## src/rtl/fwd_pkg.sv

```systemverilog
`timescale 1ns/1ps
package fwd_pkg;
    localparam int REG_AW = 5;
    localparam int N_OPS  = 2;

    typedef logic [REG_AW-1:0] regid_t;

    typedef enum logic [1:0] {
        SRC_RF  = 2'b00,
        SRC_WB  = 2'b01,
        SRC_MEM = 2'b10,
        SRC_RET = 2'b11
    } opsrc_e;

    typedef struct packed {
        regid_t rd;
        logic   we;
        logic   load;
    } producer_t;

    function automatic logic writes_reg(producer_t p, regid_t r);
        return p.we && (p.rd != '0) && (p.rd == r);
    endfunction
endpackage

```

## src/rtl/fwd_retire.sv

```systemverilog
`timescale 1ns/1ps
module fwd_retire
    import fwd_pkg::*;
(
    input  logic      clk,
    input  logic      rst,
    input  producer_t wb_p,
    output producer_t ret_p
);
    producer_t ret_q;

    always_ff @(posedge clk) begin
        if (rst) ret_q <= '0;
        else     ret_q <= wb_p;
    end

    assign ret_p = ret_q;


    ret_tracks_wb_chk: assert property (@(posedge clk) disable iff (rst)
        !rst |=> (ret_p.rd == $past(wb_p.rd)) && (ret_p.we == $past(wb_p.we)));


    ret_cleared_chk: assert property (@(posedge clk)
        rst |=> !ret_p.we);
endmodule

```

## src/rtl/fwd_operand_sel.sv

```systemverilog
`timescale 1ns/1ps
module fwd_operand_sel
    import fwd_pkg::*;
#(
    parameter bit HAS_RET = 1'b1
) (
    input  logic      clk,
    input  logic      rst,
    input  regid_t    src,
    input  producer_t mem_p,
    input  producer_t wb_p,
    input  producer_t ret_p,
    output opsrc_e    sel
);
    logic hit_mem, hit_wb, hit_ret;

    assign hit_mem = writes_reg(mem_p, src) && !mem_p.load;
    assign hit_wb  = writes_reg(wb_p, src);
    assign hit_ret = HAS_RET && writes_reg(ret_p, src);

    always_comb begin
        if (hit_mem)      sel = SRC_MEM;
        else if (hit_wb)  sel = SRC_WB;
        else if (hit_ret) sel = SRC_RET;
        else              sel = SRC_RF;
    end


    zero_src_chk: assert property (@(posedge clk) disable iff (rst)
        (src == '0) |-> (sel == SRC_RF));


    younger_wins_chk: assert property (@(posedge clk) disable iff (rst)
        (mem_p.we && !mem_p.load && mem_p.rd == src && src != '0) |-> (sel == SRC_MEM));


    no_load_bypass_chk: assert property (@(posedge clk) disable iff (rst)
        (sel == SRC_MEM) |-> !mem_p.load);


    ret_only_if_built_chk: assert property (@(posedge clk) disable iff (rst)
        (sel == SRC_RET) |-> (HAS_RET && ret_p.we));
endmodule

```

## src/rtl/fwd_load_use.sv

```systemverilog
`timescale 1ns/1ps
module fwd_load_use
    import fwd_pkg::*;
(
    input  logic      clk,
    input  logic      rst,
    input  producer_t ex_p,
    input  regid_t    id_rs1,
    input  regid_t    id_rs2,
    input  logic      id_rs1_used,
    input  logic      id_rs2_used,
    output logic      stall
);
    logic dep1, dep2;

    assign dep1  = id_rs1_used && writes_reg(ex_p, id_rs1);
    assign dep2  = id_rs2_used && writes_reg(ex_p, id_rs2);
    assign stall = ex_p.load && (dep1 || dep2);


    stall_needs_load_chk: assert property (@(posedge clk) disable iff (rst)
        stall |-> (ex_p.load && ex_p.we && ex_p.rd != '0));


    stall_needs_user_chk: assert property (@(posedge clk) disable iff (rst)
        stall |-> (id_rs1_used || id_rs2_used));
endmodule

```

## src/rtl/fwd_unit.sv

```systemverilog
`timescale 1ns/1ps
module fwd_unit
    import fwd_pkg::*;
#(
    parameter bit RF_WRITE_FIRST = 1'b0
) (
    input  logic                     clk,
    input  logic                     rst,
    input  logic [fwd_pkg::REG_AW-1:0] id_rs1,
    input  logic [fwd_pkg::REG_AW-1:0] id_rs2,
    input  logic                     id_rs1_used,
    input  logic                     id_rs2_used,
    input  logic [fwd_pkg::REG_AW-1:0] ex_rs1,
    input  logic [fwd_pkg::REG_AW-1:0] ex_rs2,
    input  logic [fwd_pkg::REG_AW-1:0] ex_rd,
    input  logic                     ex_we,
    input  logic                     ex_load,
    input  logic [fwd_pkg::REG_AW-1:0] mem_rd,
    input  logic                     mem_we,
    input  logic                     mem_load,
    input  logic [fwd_pkg::REG_AW-1:0] wb_rd,
    input  logic                     wb_we,
    output logic [1:0]               fwd_sel_a,
    output logic [1:0]               fwd_sel_b,
    output logic                     load_stall
);
    localparam bit HAS_RET = !RF_WRITE_FIRST;

    producer_t ex_p, mem_p, wb_p, ret_p;
    regid_t    src_v [N_OPS];
    opsrc_e    sel_v [N_OPS];

    assign ex_p  = '{rd: ex_rd,  we: ex_we,  load: ex_load};
    assign mem_p = '{rd: mem_rd, we: mem_we, load: mem_load};
    assign wb_p  = '{rd: wb_rd,  we: wb_we,  load: 1'b0};

    assign src_v[0] = ex_rs1;
    assign src_v[1] = ex_rs2;

    generate
        if (HAS_RET) begin : g_ret
            fwd_retire u_ret (
                .clk   (clk),
                .rst   (rst),
                .wb_p  (wb_p),
                .ret_p (ret_p)
            );
        end else begin : g_noret
            assign ret_p = '0;
        end
    endgenerate

    generate
        for (genvar op = 0; op < N_OPS; op++) begin : g_op
            fwd_operand_sel #(.HAS_RET(HAS_RET)) u_sel (
                .clk   (clk),
                .rst   (rst),
                .src   (src_v[op]),
                .mem_p (mem_p),
                .wb_p  (wb_p),
                .ret_p (ret_p),
                .sel   (sel_v[op])
            );
        end
    endgenerate

    fwd_load_use u_lu (
        .clk         (clk),
        .rst         (rst),
        .ex_p        (ex_p),
        .id_rs1      (id_rs1),
        .id_rs2      (id_rs2),
        .id_rs1_used (id_rs1_used),
        .id_rs2_used (id_rs2_used),
        .stall       (load_stall)
    );

    assign fwd_sel_a = sel_v[0];
    assign fwd_sel_b = sel_v[1];


    ops_independent_chk: assert property (@(posedge clk) disable iff (rst)
        (ex_rs1 != ex_rs2 && mem_we && !mem_load && mem_rd == ex_rs1 && ex_rs1 != '0)
            |-> (fwd_sel_a == 2'b10 && fwd_sel_b != 2'b10));
endmodule

```

## config.mk

```make
export PLATFORM = sky130hd
export DESIGN_NAME = fwd_unit
export DESIGN_NICKNAME = d
export VERILOG_FILES = /design/src/rtl/fwd_pkg.sv /design/src/rtl/fwd_retire.sv /design/src/rtl/fwd_operand_sel.sv /design/src/rtl/fwd_load_use.sv /design/src/rtl/fwd_unit.sv
export SDC_FILE = /design/constraint.sdc
export NUM_CORES = 1
export LEC_CHECK = 0
export ABC_AREA = 0
export ABC_CLOCK_PERIOD_IN_PS = 1600
export CAP_MARGIN = 0
export CORE_UTILIZATION = 31
export CTS_BUF_LIST = sky130_fd_sc_hd__clkbuf_16
export DETAILED_ROUTE_END_ITERATION = 16
export HOLD_SLACK_MARGIN = 0.02
export PLACE_DENSITY = 0.75
export SETUP_SLACK_MARGIN = 0.05
export SYNTH_ARGS = -nofsm -noshare
export SYNTH_HDL_FRONTEND = slang
export SYNTH_SLANG_ARGS = --single-unit
```

## constraint.sdc

```tcl
create_clock -name clk -period 1.6 [get_ports clk]
set_input_delay 0.32 -clock clk [delete_from_list [all_inputs] [get_ports clk]]
set_output_delay 0.32 -clock clk [all_outputs]
set_load 0.02 [all_outputs]
```

==> results by group, run 1 <==
Synth
  • Area leader, netlist: xor2_1
  • Post-synthesis sequential area ratio: 16.8%
  • Mapped Area: 713 um^2
  • Async SR Flop Fraction: 0%
  • EDFF count, synth: 0
  • Synth unique cells: 18
  • Yosys top cell area share: 29.5%
  • Post-Syn Nets: 129
  • Synth top area cells: xor2_1, xnor2_1, dfxtp_1
  • Synth warn: 0
  • Dominant synthesized flop cell: dfxtp_1
  • Mean post-synth cell area: 8.39 um^2
  • Seq cells post-synth: 6
  • Syn Inst Count: 85

Worst hold path
  • WHS Path Cells: 2
  • Class of the worst hold path: input port to flop
  • Worst Min Path Start: wb_rd[2]
  • Hold Path End: g_ret.u_ret.ret_p[4]

Global route
  • Total grt overflow: 0
  • Total track usage: 22.0%
  • Pin count of the biggest net entering global routing: 7
  • First-pass GRT wire length: 4170 um
  • Initial antenna violation count: 0
  • Number of global-route vias before repair: 945

Final layout
  • Max FFs per register: 6
  • Design Area, Final: 1560 um^2
  • Layout cells sized above 1: 47.2%
  • Layout Cells excl Fill: 187
  • Most common cell after layout, fill and taps aside: xor2_1
  • P&R area growth vs syn: 119%
  • Commonest cells after routing, fill and taps aside: xor2_1, buf_4, buf_2
  • Multi-input gate area: 726 um^2
  • Fill cells: 172
  • Nets: 205
  • Register area: 128 um^2
  • Diode count: 0

Place
  • Placer Congestion: 0.799
  • Port Buf Inserts: 48
  • Final HPWL DP: 2120 um
  • Placed Instances: 183
  • DP Area: 1410 um^2

Timing
  • Worst Max-Slew Pin Slew: 0.294 ns
  • Max-slew violation count: 0
  • Hold Vio Cnt, Final: 0
  • RSZ-0062 raised after global routing: true
  • Setup TNS: -1.57 ns
  • Achievable clock frequency: 501 MHz
  • Final setup fails: 5
  • Final min period: 2.00 ns
  • PnR worst setup slack: -0.397 ns
  • Tcrit/Tclk final: 125%
  • Slew Limit Headroom: 80.2%

Worst setup path
  • Cell Chain, Critical Path: or4_1 -> nor2_2 -> nor4_1 -> a22o_1 -> buf_6
  • CP max-delay cell: or4_1
  • CP required: 1.28 ns
  • Crit path capture type: primary output
  • Critical path class: flop to primary output
  • Max stage delay on crit path: 0.55 ns
  • Worst setup SP type: flop
  • Crit path DAT: 1.68 ns
  • Critical Path Fanout Max: 3

Floorplan
  • Core footprint: 2190 um^2
  • Die width: 50.0 um
  • Rows: 17
  • Initial core utilization: 32.6%
  • Die Footprint: 2500 um^2
  • Die Y: 50.0 um
  • Total I/O pin count: 49

Clocking
  • TritonCTS Buffers: 3
  • # H-tree levels: 1
  • Root buf cell: clkbuf_16
  • Clock buffer depth: 2
  • Clock sinks: 6
  • Reg clk slew, reported paths: 0.03 ns
  • CTS tree: done

Drt
  • Drt total wl: 2730 um
  • Drt first pass iters: 4
  • DR vias: 909
  • 1st-iter DRT viols: 18
  • DR DRC count: 0
  • WL per Instance: 14.6 um
  • ANT nets after route: 0
  • Drt via density: 4.86

Power and ir drop
  • LEAKAGE: 0.667 nW
  • Total chip power: 0.899 mW
  • Power Density: 575 nW/um^2
  • Maximum VDD drop: 0.913 mV

Outcome
  • Failing checks: negative setup slack
  • Status: finished with violations

Job
  • Max Cap Viol: 0
metrics by stage:
step | utilization (%) | hold WS, ns | worst slack (ns)
floorplan | - | 0.392 | -0.0805
global placement | 64.4 | 0.969 | -1.10
detailed placement | 64.4 | 0.985 | -1.12
CTS | 69.4 | 0.476 | -0.356
global route | 71.3 | 0.510 | -0.443
finish | 71.3 | 0.499 | -0.397
how the worst max path moves through the flow:
stage,from,endpoint,cells past startpoint
finish,g_ret.u_ret.ret_p[2],fwd_sel_b[1],5
global route,g_ret.u_ret.ret_p[2],fwd_sel_b[1],5
CTS,g_ret.u_ret.ret_p[2],fwd_sel_b[1],5
detailed placement,wb_rd[1],fwd_sel_b[1],6
global placement,wb_rd[1],fwd_sel_b[0],6
floorplan,mem_rd[0],fwd_sel_a[0],4
cells by family after synthesis:
| group | Yosys count | share of synthesized area, % |
|---|---|---|
| xor gates and xnor gates | 40 | 49.1 |
| and+or+nand+nor | 32 | 27.0 |
| AOI/OAI and AO/OA | 7 | 7.02 |
| DFF | 6 | 16.8 |
worst max-delay path: cells and delay by family (launching register included):
| family | cells | cell delay (ns) |
|---|---|---|
| simple gates | 3 | 0.78 |
| flops | 1 | 0.32 |
| compound gates | 1 | 0.21 |
| buf+inv | 1 | 0.13 |
cell usage after synthesis (2+ instances only):
cell and number:
xor2_1 24, xnor2_1 16, nor2b_1 7, or4_1 7, dfxtp_1 6, nor4_1 5
nand4_1 4, nor2_1 4, a22oi_1 2, nand3_1 2
metal layers:
| metal | up-vias | track usage [%] | routed length (um) |
|---|---|---|---|
| met2 | 31 | 42.1 | 1470 |
| met5 | - | 0 | 0 |
| met4 | 0 | 5.71 | 21 |
| met1 | 419 | 25.3 | 1140 |
| met3 | 2 | 2.47 | 100 |
| li1 | 457 | - | - |
where the power goes:
part,leakage [nW],switching (mW),total (mW),internal [mW]
Combinational,0.579,0.138,0.323,0.184
Sequential,0.0514,0.00918,0.168,0.159
Clock,0.0370,0.0873,0.408,0.321
Total,0.667,0.235,0.899,0.664
final cells by class:
type / count / share of cell area, %
Clock buffer: 3 / 4.80
Multi-Input combinational cell: 79 / 46.4
Sequential cell: 6 / 8.17
Tap cell: 28 / 2.24
Timing Repair Buffer: 71 / 38.4
timing repair:
action / CTS / global route
cloned: 0 / 0
gates resized for setup: 141 / 15
buffers inserted: 1 / 0
hold buffers: 0 / 0
pin swaps: 25 / 10
setup endpoints to repair: 5 / 5
No activity file was read; power rests on OpenSTA's default activity.
==> run 2: changes to the inputs <==
--- a/config.mk
+++ b/config.mk
@@ -10,6 +10,7 @@
 export CAP_MARGIN = 0
 export CORE_UTILIZATION = 31
 export CTS_BUF_LIST = sky130_fd_sc_hd__clkbuf_16
+export CTS_CLUSTER_SIZE = 30
 export DETAILED_ROUTE_END_ITERATION = 16
 export HOLD_SLACK_MARGIN = 0.02
 export PLACE_DENSITY = 0.75
==> results of run 2 <==
No change in the layout: final DEF, timing and power equal those of run 1.
